--- src/rtl/pda_pkg.sv ---
package pda_pkg;
  typedef enum logic {
    MODE_FREQ = 1'b0,
    MODE_TIME = 1'b1
  } pda_mode_e;
endpackage

--- src/rtl/pda_ctrl.sv ---
module pda_ctrl
  import pda_pkg::*;
#(
  parameter int N_BINS = 64,
  parameter int SYM_W  = 9,
  localparam int BIN_W = $clog2(N_BINS)
) (
  input  logic             clk_i,
  input  logic             rst_ni,
  input  logic             start_i,
  input  logic             mode_i,
  input  logic [SYM_W-1:0] num_sym_i,
  input  logic             valid_i,
  input  logic [BIN_W-1:0] bin_i,
  input  logic             pipe_busy_i,
  output logic             accept_o,
  output logic             first_o,
  output logic             last_o,
  output logic             clear_o,
  output pda_mode_e        mode_o
);
  logic             run_q;
  logic [SYM_W-1:0] nsym_q, cnt_q;
  pda_mode_e        mode_q;
  logic             eos;

  assign clear_o  = start_i && !run_q && !pipe_busy_i;
  assign accept_o = valid_i && run_q;
  assign eos      = accept_o && (bin_i == BIN_W'(N_BINS - 1));
  assign last_o   = eos && (cnt_q == nsym_q - SYM_W'(1));
  assign first_o  = (cnt_q == '0);
  assign mode_o   = mode_q;

  always_ff @(posedge clk_i or negedge rst_ni) begin
    if (!rst_ni) begin
      run_q  <= 1'b0;
      nsym_q <= SYM_W'(1);
      cnt_q  <= '0;
      mode_q <= MODE_FREQ;
    end else if (clear_o) begin
      run_q  <= 1'b1;
      nsym_q <= num_sym_i;
      cnt_q  <= '0;
      mode_q <= pda_mode_e'(mode_i);
    end else if (eos) begin
      cnt_q <= cnt_q + SYM_W'(1);
      if (last_o) run_q <= 1'b0;
    end
  end


  mode_hold_chk: assert property (@(posedge clk_i) disable iff (!rst_ni)
    run_q && $past(run_q) |-> $stable(mode_q) && $stable(nsym_q));


  sym_cnt_bound_chk: assert property (@(posedge clk_i) disable iff (!rst_ni)
    run_q |-> cnt_q < nsym_q);
endmodule

--- src/rtl/pda_power.sv ---
module pda_power #(
  parameter int N_BINS = 64,
  parameter int IQ_W   = 12,
  localparam int BIN_W = $clog2(N_BINS),
  localparam int PW    = 2 * IQ_W
) (
  input  logic                   clk_i,
  input  logic                   rst_ni,
  input  logic                   accept_i,
  input  logic [BIN_W-1:0]       bin_i,
  input  logic signed [IQ_W-1:0] re_i,
  input  logic signed [IQ_W-1:0] im_i,
  input  logic                   first_i,
  input  logic                   last_i,
  output logic                   v_o,
  output logic [PW-1:0]          pwr_o,
  output logic [BIN_W-1:0]       bin_o,
  output logic                   fill_o,
  output logic                   last_o
);
  logic signed [PW-1:0] re_sq, im_sq;
  logic [PW-1:0]        pwr_d;

  assign re_sq = re_i * re_i;
  assign im_sq = im_i * im_i;
  // each square is at most 2^22, so the sum fits unsigned PW bits
  assign pwr_d = $unsigned(re_sq) + $unsigned(im_sq);

  always_ff @(posedge clk_i or negedge rst_ni) begin
    if (!rst_ni) begin
      v_o    <= 1'b0;
      pwr_o  <= '0;
      bin_o  <= '0;
      fill_o <= 1'b0;
      last_o <= 1'b0;
    end else begin
      v_o    <= accept_i;
      last_o <= accept_i && last_i;
      if (accept_i) begin
        pwr_o  <= pwr_d;
        bin_o  <= bin_i;
        fill_o <= first_i;
      end
    end
  end


  pwr_bound_chk: assert property (@(posedge clk_i) disable iff (!rst_ni)
    v_o |-> pwr_o <= (PW'(1) << (PW - 1)));
endmodule

--- src/rtl/pda_pair.sv ---
module pda_pair
  import pda_pkg::*;
#(
  parameter int N_BINS = 64,
  parameter int IQ_W   = 12,
  localparam int BIN_W = $clog2(N_BINS),
  localparam int PW    = 2 * IQ_W,
  localparam int SQ_W  = 2 * PW
) (
  input  logic             clk_i,
  input  logic             rst_ni,
  input  pda_mode_e        mode_i,
  input  logic             v_i,
  input  logic [PW-1:0]    pwr_i,
  input  logic [BIN_W-1:0] bin_i,
  input  logic             fill_i,
  input  logic             last_i,
  output logic             v_o,
  output logic             pv_o,
  output logic [SQ_W-1:0]  sq_o,
  output logic             last_o
);
  logic [PW-1:0]      mem_q [N_BINS];
  logic [PW-1:0]      prev_q, partner;
  logic               has_pair;
  logic signed [PW:0] diff;
  logic [PW:0]        mag;

  assign partner  = (mode_i == MODE_TIME) ? mem_q[bin_i] : prev_q;
  assign has_pair = (mode_i == MODE_TIME) ? !fill_i : (bin_i != '0);
  assign diff     = $signed({1'b0, pwr_i}) - $signed({1'b0, partner});
  assign mag      = diff[PW] ? $unsigned(-diff) : $unsigned(diff);

  always_ff @(posedge clk_i) begin
    if (v_i) mem_q[bin_i] <= pwr_i;
  end

  always_ff @(posedge clk_i or negedge rst_ni) begin
    if (!rst_ni) begin
      prev_q <= '0;
      v_o    <= 1'b0;
      pv_o   <= 1'b0;
      sq_o   <= '0;
      last_o <= 1'b0;
    end else begin
      v_o    <= v_i;
      pv_o   <= v_i && has_pair;
      last_o <= v_i && last_i;
      if (v_i) prev_q <= pwr_i;
      // |diff| <= 2^(PW-1), so the low PW bits hold the magnitude
      if (v_i && has_pair) sq_o <= mag[PW-1:0] * mag[PW-1:0];
    end
  end
endmodule

--- src/rtl/pwr_diff_acc.sv ---
module pwr_diff_acc
  import pda_pkg::*;
#(
  parameter int N_BINS = 64,
  parameter int IQ_W   = 12,
  parameter int L_MAX  = 256,
  localparam int BIN_W = $clog2(N_BINS),
  localparam int SYM_W = $clog2(L_MAX + 1),
  localparam int PW    = 2 * IQ_W,
  localparam int SQ_W  = 2 * PW,
  localparam int ACC_W = SQ_W + $clog2(N_BINS) + $clog2(L_MAX)
) (
  input  logic                   clk_i,
  input  logic                   rst_ni,
  input  logic                   start_i,
  input  logic                   mode_i,
  input  logic [SYM_W-1:0]       num_sym_i,
  input  logic                   valid_i,
  input  logic [BIN_W-1:0]       bin_i,
  input  logic signed [IQ_W-1:0] re_i,
  input  logic signed [IQ_W-1:0] im_i,
  output logic [ACC_W-1:0]       cost_o,
  output logic                   done_o
);
  logic             accept, first, last_in, clear;
  pda_mode_e        mode;
  logic             v1, fill1, last1;
  logic [PW-1:0]    pwr1;
  logic [BIN_W-1:0] bin1;
  logic             v2, pv2, last2;
  logic [SQ_W-1:0]  sq2;
  logic [ACC_W-1:0] acc_q, acc_d;

  pda_ctrl #(.N_BINS(N_BINS), .SYM_W(SYM_W)) u_ctrl (
    .clk_i, .rst_ni, .start_i, .mode_i, .num_sym_i, .valid_i, .bin_i,
    .pipe_busy_i(v1 | v2), .accept_o(accept), .first_o(first),
    .last_o(last_in), .clear_o(clear), .mode_o(mode)
  );

  pda_power #(.N_BINS(N_BINS), .IQ_W(IQ_W)) u_pwr (
    .clk_i, .rst_ni, .accept_i(accept), .bin_i, .re_i, .im_i,
    .first_i(first), .last_i(last_in), .v_o(v1), .pwr_o(pwr1),
    .bin_o(bin1), .fill_o(fill1), .last_o(last1)
  );

  pda_pair #(.N_BINS(N_BINS), .IQ_W(IQ_W)) u_pair (
    .clk_i, .rst_ni, .mode_i(mode), .v_i(v1), .pwr_i(pwr1), .bin_i(bin1),
    .fill_i(fill1), .last_i(last1), .v_o(v2), .pv_o(pv2), .sq_o(sq2),
    .last_o(last2)
  );

  assign acc_d = acc_q + (pv2 ? ACC_W'(sq2) : '0);

  always_ff @(posedge clk_i or negedge rst_ni) begin
    if (!rst_ni) begin
      acc_q  <= '0;
      cost_o <= '0;
      done_o <= 1'b0;
    end else begin
      done_o <= last2;
      if (clear) acc_q <= '0;
      else       acc_q <= acc_d;
      if (last2) cost_o <= acc_d;
    end
  end


  done_pulse_chk: assert property (@(posedge clk_i) disable iff (!rst_ni)
    done_o |=> !done_o);


  cost_hold_chk: assert property (@(posedge clk_i) disable iff (!rst_ni)
    !done_o |-> $stable(cost_o));


  no_overflow_chk: assert property (@(posedge clk_i) disable iff (!rst_ni)
    pv2 |=> acc_q >= $past(acc_q));
endmodule

--- config.mk ---
export PLATFORM = sky130hd
export DESIGN_NAME = pwr_diff_acc
export DESIGN_NICKNAME = d
export VERILOG_FILES = /design/src/rtl/pda_pkg.sv /design/src/rtl/pda_ctrl.sv /design/src/rtl/pda_power.sv /design/src/rtl/pda_pair.sv /design/src/rtl/pwr_diff_acc.sv
export SDC_FILE = /design/constraint.sdc
export NUM_CORES = 2
export LEC_CHECK = 0
export BUFFER_PORTS_ARGS = -buffer_cell sky130_fd_sc_hd__buf_2
export CELL_PAD_IN_SITES_DETAIL_PLACEMENT = 0
export CELL_PAD_IN_SITES_GLOBAL_PLACEMENT = 1
export CORE_AREA = 2 2 444 446
export DETAILED_ROUTE_END_ITERATION = 16
export DIE_AREA = 0 0 446 448
export PLACE_DENSITY_LB_ADDON = 0.25
export SETUP_SLACK_MARGIN = 0.05
export SLEW_MARGIN = 15
export SYNTH_ARGS = -nofsm -noshare
export SYNTH_HDL_FRONTEND = slang
export SYNTH_SLANG_ARGS = --single-unit
export TNS_END_PERCENT = 5
--- constraint.sdc ---
create_clock -name clk_i -period 12.4 [get_ports clk_i]
set_clock_uncertainty 0.15 [all_clocks]
set_input_delay 1.24 -clock clk_i [delete_from_list [all_inputs] [get_ports clk_i]]
set_output_delay 1.24 -clock clk_i [all_outputs]
set_load 0.01 [all_outputs]
==> impl_results.md <==
* Status: complete, no violations
* Fin nets at 9139
* Worst EP required at 12.89 ns
* Syn Nets at 8255
* GPL Wtd Cong at 0.920
* Post-synth top area cell: edfxtp_1
* Cell area after synthesis at 0.0951 mm²
* Layout area overhead at 18.4%
* # IOs at 107
* Unrepaired setup endpoints after global routing: yes
* Clock Pin Slew Worst Setup and Hold Paths at 0.06 ns
* Vias in the first global route at 64800
* Initial core utilization at 48.8%
* CP peak stage delay at 0.59 ns
* Worst R2R Setup Slack at 0.006 ns
* Critical path fanouts, max at 19
* Worst Tran Pin Value at 1.10 ns
* WP data arrival at 12.89 ns
* Place WS at -0.733 ns
* Synth Register Bits at 1788
* Most frequent CP cell: buf_4
* Post-Syn Instances at 7167
* Pin count of the biggest net entering global routing at 132
* Slowest-stage cell, CP: fa_2
* Yosys cell types at 89
* Clk_lat worst skew at 0.84 ns
* Final count of negative-setup-slack endpoints at 0
* Slew Limit Headroom at 26.5%
* R2R Path End: u_pair.sq_o[42]
* TritonRoute pass-1 iters at 9
* Total of max-cap violations at 0
* Number of synthesized flops with an enable pin at 1536
* Critical Path Start Type: flip-flop
* Die ar. at 0.200 mm²
* Peak Freq at 80.7 MHz
* Crit Path Class: flip-flop to flip-flop
* Clk buf depth at 3
* Hold path startpoint: u_pwr.last_o
* Detail-routed net length per standard cell at 26.3 µm
* Crit path depth at 55
* Vias/cell at 5.89
* Hold Path Sink: u_pair.last_o
* Starting DRC count in detailed routing at 7445
* Min-delay worst type: flip-flop to flip-flop
* Die width at 446 µm
* Dpl cell area at 0.105 mm²
* Fraction of layout cells with a size suffix above 1 at 20.3%
* Root Driver: clkbuf_16
* Period utilisation layout at 100%
* Final WS setup at 0.00554 ns
* CTS tree: yes
* CP bufs+invs at 17
* DRC at 0
* Most area-consuming cells after synthesis: edfxtp_1 (49%), fa_1 (15%), dfrtp_1 (6.6%), a22oi_1 (4.5%), ha_1 (4.4%)
* Routed Antenna Nets at 0
* Post-synth top flop: edfxtp_1
* Avg Cell Area, Syn at 13.3 µm²
* Most frequent cells in the layout: edfxtp_1 (1536), inv_1 (877), buf_4 (863)
* First-pass GRT wire length at 417 mm
* Reg2reg path depth at 55
* DP HPWL at 193 mm
* Core region area at 0.195 mm²
* RR Startpoint: u_pwr.bin_o[0]
* Initial antenna violation count at 12
* Num CTS Buffers at 172
* Post-synthesis sequential area ratio at 55.2%
* Delay-heaviest family, CP: adder cells
* Total wire length at 282 mm
* Hold Path Cell Cnt at 1
* Slew Viols, Final at 0
* Design area at 0.113 mm²
* Port-buffer cells at 106
* Final Hold Vio Count at 0
* Most common cell after layout, fill and taps aside: edfxtp_1
* Gr usage total at 28.1%
* Fraction of registers with async set/reset at 14.1%
* Crit path capture type: flip-flop
* Fin crit period at 12.39 ns
* Htree depth at 4
* Via count at 63300
* Die height at 448 µm
* Share of the synthesized area in the top cell type at 48.5%
* Synthesis Warnings at 0
* GRT Residual Overflow at 0
* Clk sinks at 1788
* Hold buffer count at cts at 0
* Rows at 162
==> Yosys cell counts (all sizes together) (9+ instances only) <==
cell,number
nor2b,23
and3,25
o211ai,31
a211oi,26
a21oi,171
a31oi,79
nand2b,38
xor2,74
o21ai,172
ha,338
nor3,35
mux2,40
nor2,420
inv,885
a311oi,18
o21bai,31
edfxtp,1536
clkbuf,265
fa,706
buf,78
a21o,66
dfrtp,251
o21a,11
a22oi,570
o31ai,20
nand2,400
a221oi,105
or3,20
o2111ai,9
and2,134
xnor2,120
a22o,105
or4,17
a41oi,13
nand3,42
or2,14
mux2i,49
nand4,145
==> stage by stage <==
| stage | hold slack, ns | cells | util [%] | TNS, ns |
|---|---|---|---|---|
| after floorplan | 0.202 | 7167 | - | 0 |
| after global placement | 0.291 | 10400 | 53.9 | -3.86 |
| after detailed placement | 0.291 | 10400 | 53.9 | -6.04 |
| after CTS | 0.291 | 10700 | 57.3 | 0 |
| after global routing | 0.314 | 10700 | 57.8 | -3.65 |
| final | 0.297 | 10700 | 57.8 | 0 |
==> state kept, by name (all words and copies together), names as in the netlist, 6 cells and up <==
register and cells:
u_pair.mem_q 1536, acc_q 62, cost_o 62, u_pair.sq_o 47
u_pair.prev_q 24, u_pwr.pwr_o 24, u_ctrl.cnt_q 9, u_ctrl.nsym_q 9
u_pwr.bin_o 6
==> layout make-up <==
type	instances	area, µm²
clock buffer	218	4540
fill	15600	82000
sequential	1788	52500
inverter	888	3340
multi-input combinational	4150	39300
timing repair buffer	1051	8470
clock inverter	99	1190
tap	2542	3180
antenna	8	20.0
==> layer usage <==
layer / global-route usage (%) / part of all wire [%] / up-vias
met5: 0 / 0.022 / -
met4: 9.16 / 3.6 / 12
met3: 5.28 / 9.1 / 492
met2: 45.0 / 47 / 2971
met1: 39.1 / 41 / 32300
li1: - / - / 27500
==> worst max path at each step <==
| stage | end | start | slack (ns) |
|---|---|---|---|
| after floorplan | u_pair.sq_o[43] | u_pwr.bin_o[1] | 0.05 |
| after global placement | u_pair.sq_o[44] | u_pwr.bin_o[0] | -0.58 |
| after detailed placement | u_pair.sq_o[44] | u_pwr.bin_o[0] | -0.73 |
| after CTS | u_pair.sq_o[46] | u_pwr.bin_o[0] | 0.01 |
| after global routing | u_pair.sq_o[44] | u_pwr.bin_o[2] | -0.52 |
| final | u_pair.sq_o[42] | u_pwr.bin_o[0] | 0.006 |
==> cells by family after synthesis <==
family	share of synthesized area, %
flops	55.2
fa+ha+maj	19.3
mux	1.06
simple gates	6.72
compound gates	11.1
buf+inv	4.87
xor+xnor	1.80
==> what timing repair did <==
item	CTS	global route
pin swaps	35	67
cloned	4	2
setup buffers	25	31
gates resized for setup	98	184
setup endpoints to repair	17	21
Power is left out: the tool's default activity adds up to more than one toggle a clock period on the data nets, which glitch-free logic cannot reach.
